==> config.mk <==
export PLATFORM = sky130hd
export DESIGN_NAME = dds_quad_core
export DESIGN_NICKNAME = d
export VERILOG_FILES = /design/src/rtl/dds_quad_pkg.sv /design/src/rtl/dds_ctrl_latch.sv /design/src/rtl/dds_phase_path.sv /design/src/rtl/dds_amp_path.sv /design/src/rtl/dds_quad_core.sv
export SDC_FILE = /design/constraint.sdc
export NUM_CORES = 2
export LEC_CHECK = 0
export BUFFER_PORTS_ARGS = -buffer_cell sky130_fd_sc_hd__clkbuf_2
export CAP_MARGIN = 20
export CORE_MARGIN = 2
export CORE_UTILIZATION = 54
export CTS_CLUSTER_DIAMETER = 30
export DETAILED_ROUTE_END_ITERATION = 8
export PLACE_DENSITY = 0.77
export RECOVER_POWER = 100
export SLEW_MARGIN = 20
export SYNTH_ARGS = -nofsm -noshare
export SYNTH_HDL_FRONTEND = slang
export SYNTH_SLANG_ARGS = --single-unit
==> constraint.sdc <==
create_clock -name clk -period 5.8 [get_ports clk]
set_input_delay 0.58 -clock clk [delete_from_list [all_inputs] [get_ports clk]]
set_output_delay 0.58 -clock clk [all_outputs]
set_load 0.01 [all_outputs]
==> src/rtl/dds_quad_pkg.sv <==
package dds_quad_pkg;
  parameter int unsigned DDS_NCH   = 4;
  parameter int unsigned DDS_ACC_W = 32;
  parameter int unsigned DDS_OFS_W = 14;
  parameter int unsigned DDS_ASF_W = 10;

  typedef enum logic {
    AMP_BYPASS = 1'b0,
    AMP_SCALED = 1'b1
  } amp_mode_e;
endpackage

==> src/rtl/dds_ctrl_latch.sv <==
module dds_ctrl_latch
  import dds_quad_pkg::*;
#(
  parameter int unsigned ACC_W = DDS_ACC_W,
  parameter int unsigned OFS_W = DDS_OFS_W,
  parameter int unsigned ASF_W = DDS_ASF_W
) (
  input  logic             clk,
  input  logic             rst,
  input  logic             load_i,
  input  logic [ACC_W-1:0] ftw_d,
  input  logic [OFS_W-1:0] ofs_d,
  input  logic [ASF_W-1:0] asf_d,
  input  amp_mode_e        mode_d,
  output logic [ACC_W-1:0] ftw_q,
  output logic [OFS_W-1:0] ofs_q,
  output logic [ASF_W-1:0] asf_q,
  output amp_mode_e        mode_q
);
  always_ff @(posedge clk) begin
    if (rst) begin
      ftw_q  <= '0;
      ofs_q  <= '0;
      asf_q  <= '0;
      mode_q <= AMP_BYPASS;
    end else if (load_i) begin
      ftw_q  <= ftw_d;
      ofs_q  <= ofs_d;
      asf_q  <= asf_d;
      mode_q <= mode_d;
    end
  end

  AST_CFG_HOLD: assert property (@(posedge clk) disable iff (rst)
    !load_i |=> ($stable(ftw_q) && $stable(ofs_q) && $stable(asf_q) && $stable(mode_q)));
endmodule

==> src/rtl/dds_phase_path.sv <==
module dds_phase_path
  import dds_quad_pkg::*;
#(
  parameter int unsigned ACC_W = DDS_ACC_W,
  parameter int unsigned OFS_W = DDS_OFS_W
) (
  input  logic             clk,
  input  logic             rst,
  input  logic [ACC_W-1:0] ftw_q,
  input  logic [OFS_W-1:0] ofs_q,
  output logic [OFS_W-1:0] phase_o
);
  logic [ACC_W-1:0] acc_q;
  logic [OFS_W-1:0] acc_top;

  assign acc_top = acc_q[ACC_W-1 -: OFS_W];

  always_ff @(posedge clk) begin
    if (rst) begin
      acc_q   <= '0;
      phase_o <= '0;
    end else begin
      acc_q   <= acc_q + ftw_q;
      phase_o <= acc_top + ofs_q;
    end
  end

  AST_ACC_CLEARED: assert property (@(posedge clk) disable iff (rst)
    $fell(rst) |-> (acc_q == '0 && phase_o == '0));
endmodule

==> src/rtl/dds_amp_path.sv <==
module dds_amp_path
  import dds_quad_pkg::*;
#(
  parameter int unsigned ASF_W = DDS_ASF_W
) (
  input  logic             clk,
  input  logic             rst,
  input  logic [ASF_W-1:0] asf_q,
  input  amp_mode_e        mode_q,
  output logic [ASF_W-1:0] amp_o
);
  localparam logic [ASF_W-1:0] FULL = '1;
  localparam int unsigned PW = 2 * ASF_W;

  logic [PW-1:0]    prod;
  logic [ASF_W-1:0] amp_s1;

  assign prod = {{ASF_W{1'b0}}, FULL} * {{ASF_W{1'b0}}, asf_q};

  always_ff @(posedge clk) begin
    if (rst) begin
      amp_s1 <= '0;
      amp_o  <= '0;
    end else begin
      amp_s1 <= (mode_q == AMP_SCALED) ? prod[PW-1:ASF_W] : FULL;
      amp_o  <= amp_s1;
    end
  end

  AST_AMP_BYPASS: assert property (@(posedge clk) disable iff (rst)
    (mode_q == AMP_BYPASS) |=> ##1 (amp_o == FULL));
  AST_AMP_BOUND: assert property (@(posedge clk) disable iff (rst)
    (mode_q == AMP_SCALED) |=> (amp_s1 <= $past(asf_q)));
endmodule

==> src/rtl/dds_quad_core.sv <==
module dds_quad_core
  import dds_quad_pkg::*;
#(
  parameter int unsigned NCH   = DDS_NCH,
  parameter int unsigned ACC_W = DDS_ACC_W,
  parameter int unsigned OFS_W = DDS_OFS_W,
  parameter int unsigned ASF_W = DDS_ASF_W
) (
  input  logic                 clk,
  input  logic                 rst,
  input  logic                 upd_i,
  input  logic [NCH-1:0]       upd_mask_i,
  input  logic [NCH*ACC_W-1:0] ftw_i,
  input  logic [NCH*OFS_W-1:0] ofs_i,
  input  logic [NCH*ASF_W-1:0] asf_i,
  input  logic [NCH-1:0]       amen_i,
  output logic [NCH*OFS_W-1:0] phase_o,
  output logic [NCH*ASF_W-1:0] amp_o
);
  for (genvar c = 0; c < NCH; c++) begin : g_ch
    logic [ACC_W-1:0] ftw_q;
    logic [OFS_W-1:0] ofs_q;
    logic [ASF_W-1:0] asf_q;
    amp_mode_e        mode_q;
    logic             load;

    assign load = upd_i & upd_mask_i[c];

    dds_ctrl_latch #(.ACC_W(ACC_W), .OFS_W(OFS_W), .ASF_W(ASF_W)) u_cfg (
      .clk    (clk),
      .rst    (rst),
      .load_i (load),
      .ftw_d  (ftw_i[c*ACC_W +: ACC_W]),
      .ofs_d  (ofs_i[c*OFS_W +: OFS_W]),
      .asf_d  (asf_i[c*ASF_W +: ASF_W]),
      .mode_d (amp_mode_e'(amen_i[c])),
      .ftw_q  (ftw_q),
      .ofs_q  (ofs_q),
      .asf_q  (asf_q),
      .mode_q (mode_q)
    );

    dds_phase_path #(.ACC_W(ACC_W), .OFS_W(OFS_W)) u_ph (
      .clk     (clk),
      .rst     (rst),
      .ftw_q   (ftw_q),
      .ofs_q   (ofs_q),
      .phase_o (phase_o[c*OFS_W +: OFS_W])
    );

    dds_amp_path #(.ASF_W(ASF_W)) u_amp (
      .clk    (clk),
      .rst    (rst),
      .asf_q  (asf_q),
      .mode_q (mode_q),
      .amp_o  (amp_o[c*ASF_W +: ASF_W])
    );
  end
endmodule

Yosys cells after proc, flatten, opt, wreduce, memory -nomap -nowiden --
Index checks and enable logic that the tools add are counted.
Operators by class: add/sub/neg operators 8, multiplexer cells 4, bitwise gates (word level) 4, multipliers 4
Operators with widths (count):
- 32-bit adder | 4
- 10-bit by 10-bit multiplier with 20-bit output, first input constant | 4
- 14-bit adder | 4
- 10-bit 2-to-1 mux | 4
- 1-bit bitwise AND | 4
Storage, ports and cells: bits in registers 492, logic and storage cells 52, output and inout bits 96

Depth between registers and ports, before layout --
depth after elaboration 2, depth in mapped cells 19, gate-level depth less buffers 19

Hierarchy --
A second synthesis with hierarchy kept.
Second synthesis, totals: cell total of the unflattened synthesis 3427, area, all modules 32283.5 um^2
Modules (own cells, without submodules):
- dds_phase_path (g_ch[1].u_ph ...) | seq. area each 920.9 um^2, cells an instance 411, times used 3, area each 3429.5 um^2
- dds_ctrl_latch | seq. area each 1141.1 um^2, cells an instance 184, times used 4, area each 2058.2 um^2
- dds_amp_path (g_ch[1].u_amp ...) | seq. area each 400.4 um^2, cells an instance 248, times used 2, area each 2501.1 um^2
- dds_phase_path (g_ch[0].u_ph) | seq. area each 920.9 um^2, cells an instance 392, times used 1, area each 3294.4 um^2
- dds_amp_path (g_ch[0].u_amp) | seq. area each 400.4 um^2, cells an instance 286, times used 1, area each 2738.9 um^2
- dds_amp_path (g_ch[3].u_amp) | seq. area each 400.4 um^2, cells an instance 280, times used 1, area each 2701.3 um^2
- dds_quad_core | seq. area each 0.0 um^2, cells an instance 4, times used 1, area each 25.0 um^2

Worst setup path after synthesis --
Ideal clock, no wire load.
kind register -> register, from reg g_ch[1].u_cfg.asf_q[1], to reg g_ch[1].u_amp.amp_s1[9], data arrival time 5.360 ns, cell stages (with the launch flop) 20, setup time 0.133 ns, slack 0.308 ns, clock period less this slack 5.492 ns, data required time 5.667 ns, path through dfxtp_1 fa_1 ha_1 xnor2_1 inv_1 fa_1 fa_1 inv_1 fa_1 inv_1 ha_1 a211oi_1 nand2_1 o31a_1 a221o_1 and4_1 a2111oi_2 a21oi_1 xnor2_1 a21oi_1
On the way: cells in the longest elaborated chain, start to end 2
Ends and longest elaborated chain:
- start, declared | RTL line dds_ctrl_latch.sv:17 | output logic [ASF_W-1:0] asf_q,
- start signal, assigned | RTL line dds_ctrl_latch.sv:29 | asf_q <= asf_d;
- 10-bit by 10-bit multiplier with 20-bit output | RTL line dds_amp_path.sv:18 | assign prod = {{ASF_W{1'b0}}, FULL} * {{ASF_W{1'b0}}, asf_q};
- 10-bit 2-to-1 mux | RTL line dds_amp_path.sv:25 | amp_s1 <= (mode_q == AMP_SCALED) ? prod[PW-1:ASF_W] : FULL;
- end signal, assigned | RTL line dds_amp_path.sv:25
- end, declared | RTL line dds_amp_path.sv:16 | logic [ASF_W-1:0] amp_s1;
Every way passes these cells. A chain may end at the register's enable or synchronous reset.

Final worst setup path --
Same ends and word-level chain as after synthesis.

==> results_dict.tcl <==
set metrics [dict create \
    postPlaceCellArea_mm2 0.03239 \
    grt_pass1_wl_um 113800 \
    violations "max-capacitance violations, max-slew violations" \
    worst_hold_slack_ns 0.1621 \
    n_antenna_cell 0 \
    grt_pass1_vias 23920 \
    clockRootBuffer "clkbuf_16" \
    yosys.cell_types.count 67 \
    end_kind "register" \
    post-route-cell-area_mm2 0.03590 \
    ys_seq_elements 492 \
    overflow 0 \
    syn_area_per_cell_um2 8.721 \
    rows 86 \
    min_period_ns 5.535 \
    clock_sinks 492 \
    r2r_setup_slack_ns 0.27 \
    vdd_drop_max_mv 0.2652 \
    gp_congestion 0.8576 \
    reg2reg_depth 19 \
    holdCritStartpoint "ftw_i[64]" \
    maxSlewHeadroom_pct -146.2 \
    power.density_mw_per_mm2 330.9 \
    wire_per_inst_um 15.03 \
    maxSlewViolCount 317 \
    status "complete, but fails checks" \
    viasPerCell 5.290 \
    fin_skew_ns 0.02876 \
    syn2layout_area_growth_pct 19.12 \
    track_usage_pct 24.12 \
    holdPathEnd "g_ch[2].u_cfg.ftw_q[0]" \
    period_share_pct 95.43 \
    antenna_found_initial 1 \
    ios 331 \
    holdPathStages 3 \
    die_w_um 240.2 \
    worstSetupStartpoint "g_ch[1].u_cfg.asf_q[1]" \
    async_reset_ff_share_pct 0 \
    fp.dieH_um 240.2 \
    num_vias 24410 \
    grt_max_degree 176 \
    r2r_start "g_ch[1].u_cfg.asf_q[1]" \
    cap_violations 5 \
    syn-cell-area_mm2 0.03014 \
    num-fill-cells 4598 \
    drtAntennaViolNets 0 \
    layout-drive-gt1-share_pct 12.02 \
    design_power_total_w 0.01188 \
    drtPass1Iterations 5 \
    drt_iter0_drc 1132 \
    leakage_nw 17.56 \
    hold_class "in2reg" \
    synthFlopType "dfxtp_1" \
    required_ns 6.25 \
    synth_warnings 0 \
    initial_core_util_pct 54.71 \
    wirelength_um 69390 \
    syn-num-nets 4223 \
    coreArea_mm2 0.05509 \
    worst_pin_slew_ns 3.692 \
    r2r_end "g_ch[1].u_amp.amp_s1[9]" \
    tritoncts "built" \
    layout.nets 4544 \
    cp_max_fo 4 \
    clockBufferDepth 3 \
    die_area_mm2 0.05772 \
    clk_pin_slew_ns 0.05 \
    setup_viol 0 \
    portBuffers 330 \
    stdcell_count 4615 \
    crit_type "reg2reg" \
    fmax_mhz 180.7 \
    synth-seq-area-share_pct 32.68 \
    cp-start-kind "register" \
    worstSkewPairLatency_ns 0.63 \
    cp.arrival_ns 5.99 \
    dp_hpwl_um 50560 \
    cts_buffers 103 \
    htree_levels 3 \
    hold_violations 0 \
    postSynthCellCount 3456 \
    drc 0 \
    dp.cells 4419 \
    synth-edff-count 0 \
]
-- through the flow --
stage          setup TNS (ns)  util, %  worst slack (ns)
6_report                    0    65.16            0.2652
5_1_grt             -0.001282    65.16         -0.001282
4_1_cts                     0    65.32          0.005887
3_5_place_dp          -0.1468    58.79          -0.09570
3_3_place_gp                0    58.78            0.1320
2_1_floorplan               0        -            0.3077
-- how the worst max path moves through the flow --
stage | slack (ns) | end | depth (start not counted)
finish | 0.27 | g_ch[1].u_amp.amp_s1[9] | 19
global route | -0.001 | g_ch[1].u_amp.amp_s1[9] | 19
CTS | 0.006 | g_ch[1].u_amp.amp_s1[9] | 19
detailed placement | -0.1 | g_ch[1].u_amp.amp_s1[9] | 19
global placement | 0.13 | g_ch[1].u_amp.amp_s1[9] | 19
floorplan | 0.31 | g_ch[1].u_amp.amp_s1[9] | 19
-- layout make-up --
class	instances	area [µm²]	area share [%]
tap	748	935.9	2.607
sequential	492	9852	27.44
timing repair buffer	343	1644	4.580
clock inverter	72	763.2	2.126
multi-input combinational	2597	18980	52.86
inverter	240	900.9	2.509
clock buffer	123	2826	7.873
-- metal layers --
layer | GRT usage (%) | part of all wire (%) | vias up
met1 | 31.16 | 45 | 11410
met3 | 3.594 | 4.6 | 102
met4 | 9.072 | 2.8 | 0
met5 | 0 | 0 | -
met2 | 40.76 | 47 | 515
li1 | - | - | 12390
-- cells by family after synthesis --
family | after synthesis | synth area share [%]
multiplexers | 7 | 0.2408
AO/OA/AOI/OAI | 788 | 15.66
AND/OR/NAND/NOR | 1053 | 15.24
flip-flops | 492 | 32.68
XOR/XNOR | 217 | 6.306
buffers and inverters | 367 | 4.596
adder cells (fa/ha/maj) | 532 | 25.27
-- cells in the final DEF, fill, tap and decap left out, types with 23 or more instances in the layout --
cell type / instances
nand2_1: 551
dfxtp_1: 490
a21oi_1: 414
ha_1: 404
inv_1: 240
clkbuf_2: 232
nor2_1: 226
a21o_1: 128
fa_1: 127
xnor2_1: 110
clkbuf_1: 108
clkbuf_16: 106
xor2_1: 105
o21ai_0: 90
nor2b_1: 80
nor3_1: 47
nand4_1: 28
inv_6: 26
nand3_1: 23
-- what timing repair did --
action | 4_1_cts | 5_1_grt
hold buffers | 0 | 0
endpoints found under the setup margin | 2 | 6
gates resized for setup | 1 | 8
pin swaps | 0 | 2
setup buffers | 0 | 1
-- worst max-delay path: stages (launching register included) --
cell and delay [ns]:
dfxtp_1 0.35, fa_1 0.52, ha_1 0.35, xnor2_2 0.20, fa_1 0.54, inv_1 0.05
fa_1 0.49, inv_1 0.05, fa_1 0.50, inv_1 0.04, ha_1 0.34, a211oi_2 0.26
nand2_1 0.09, o31a_1 0.31, a221o_1 0.33, and4_1 0.23, a2111oi_4 0.26, a21oi_1 0.14
xnor2_1 0.20, a21oi_1 0.09
-- sequential cells by signal, summed over array words and instances, names as in the netlist --
| register | count |
|---|---|
| g_ch.u_ph.acc_q | 128 |
| g_ch.u_cfg.mode_q | 4 |
| g_ch.u_amp.amp_o | 40 |
| g_ch.u_cfg.asf_q | 40 |
| g_ch.u_amp.amp_s1 | 40 |
| g_ch.u_ph.phase_o | 56 |
| g_ch.u_cfg.ofs_q | 56 |
| g_ch.u_cfg.ftw_q | 128 |
-- power breakdown --
part	total, W	switching (W)	internal, W
Sequential	0.00374	0.000130	0.00361
Combinational	0.00220	0.00126	0.000947
Clock	0.00594	0.00205	0.00389
Total	0.0119	0.00344	0.00845
-- cell usage after synthesis (all sizes together) (24+ instances only) --
library cell | count | area, µm²
a211oi | 24 | 180.2
a21o | 130 | 978.4
a21oi | 414 | 2076
clkbuf | 113 | 424.2
dfxtp | 492 | 9849
fa | 128 | 2562
ha | 404 | 5055
inv | 240 | 900.9
nand2 | 555 | 2083
nand4 | 28 | 175.2
nor2 | 226 | 848.3
nor2b | 80 | 500.5
nor3 | 47 | 235.2
o21ai | 90 | 450.4
xnor2 | 112 | 980.9
xor2 | 105 | 919.6
Power figures use the tool's default switching activity.
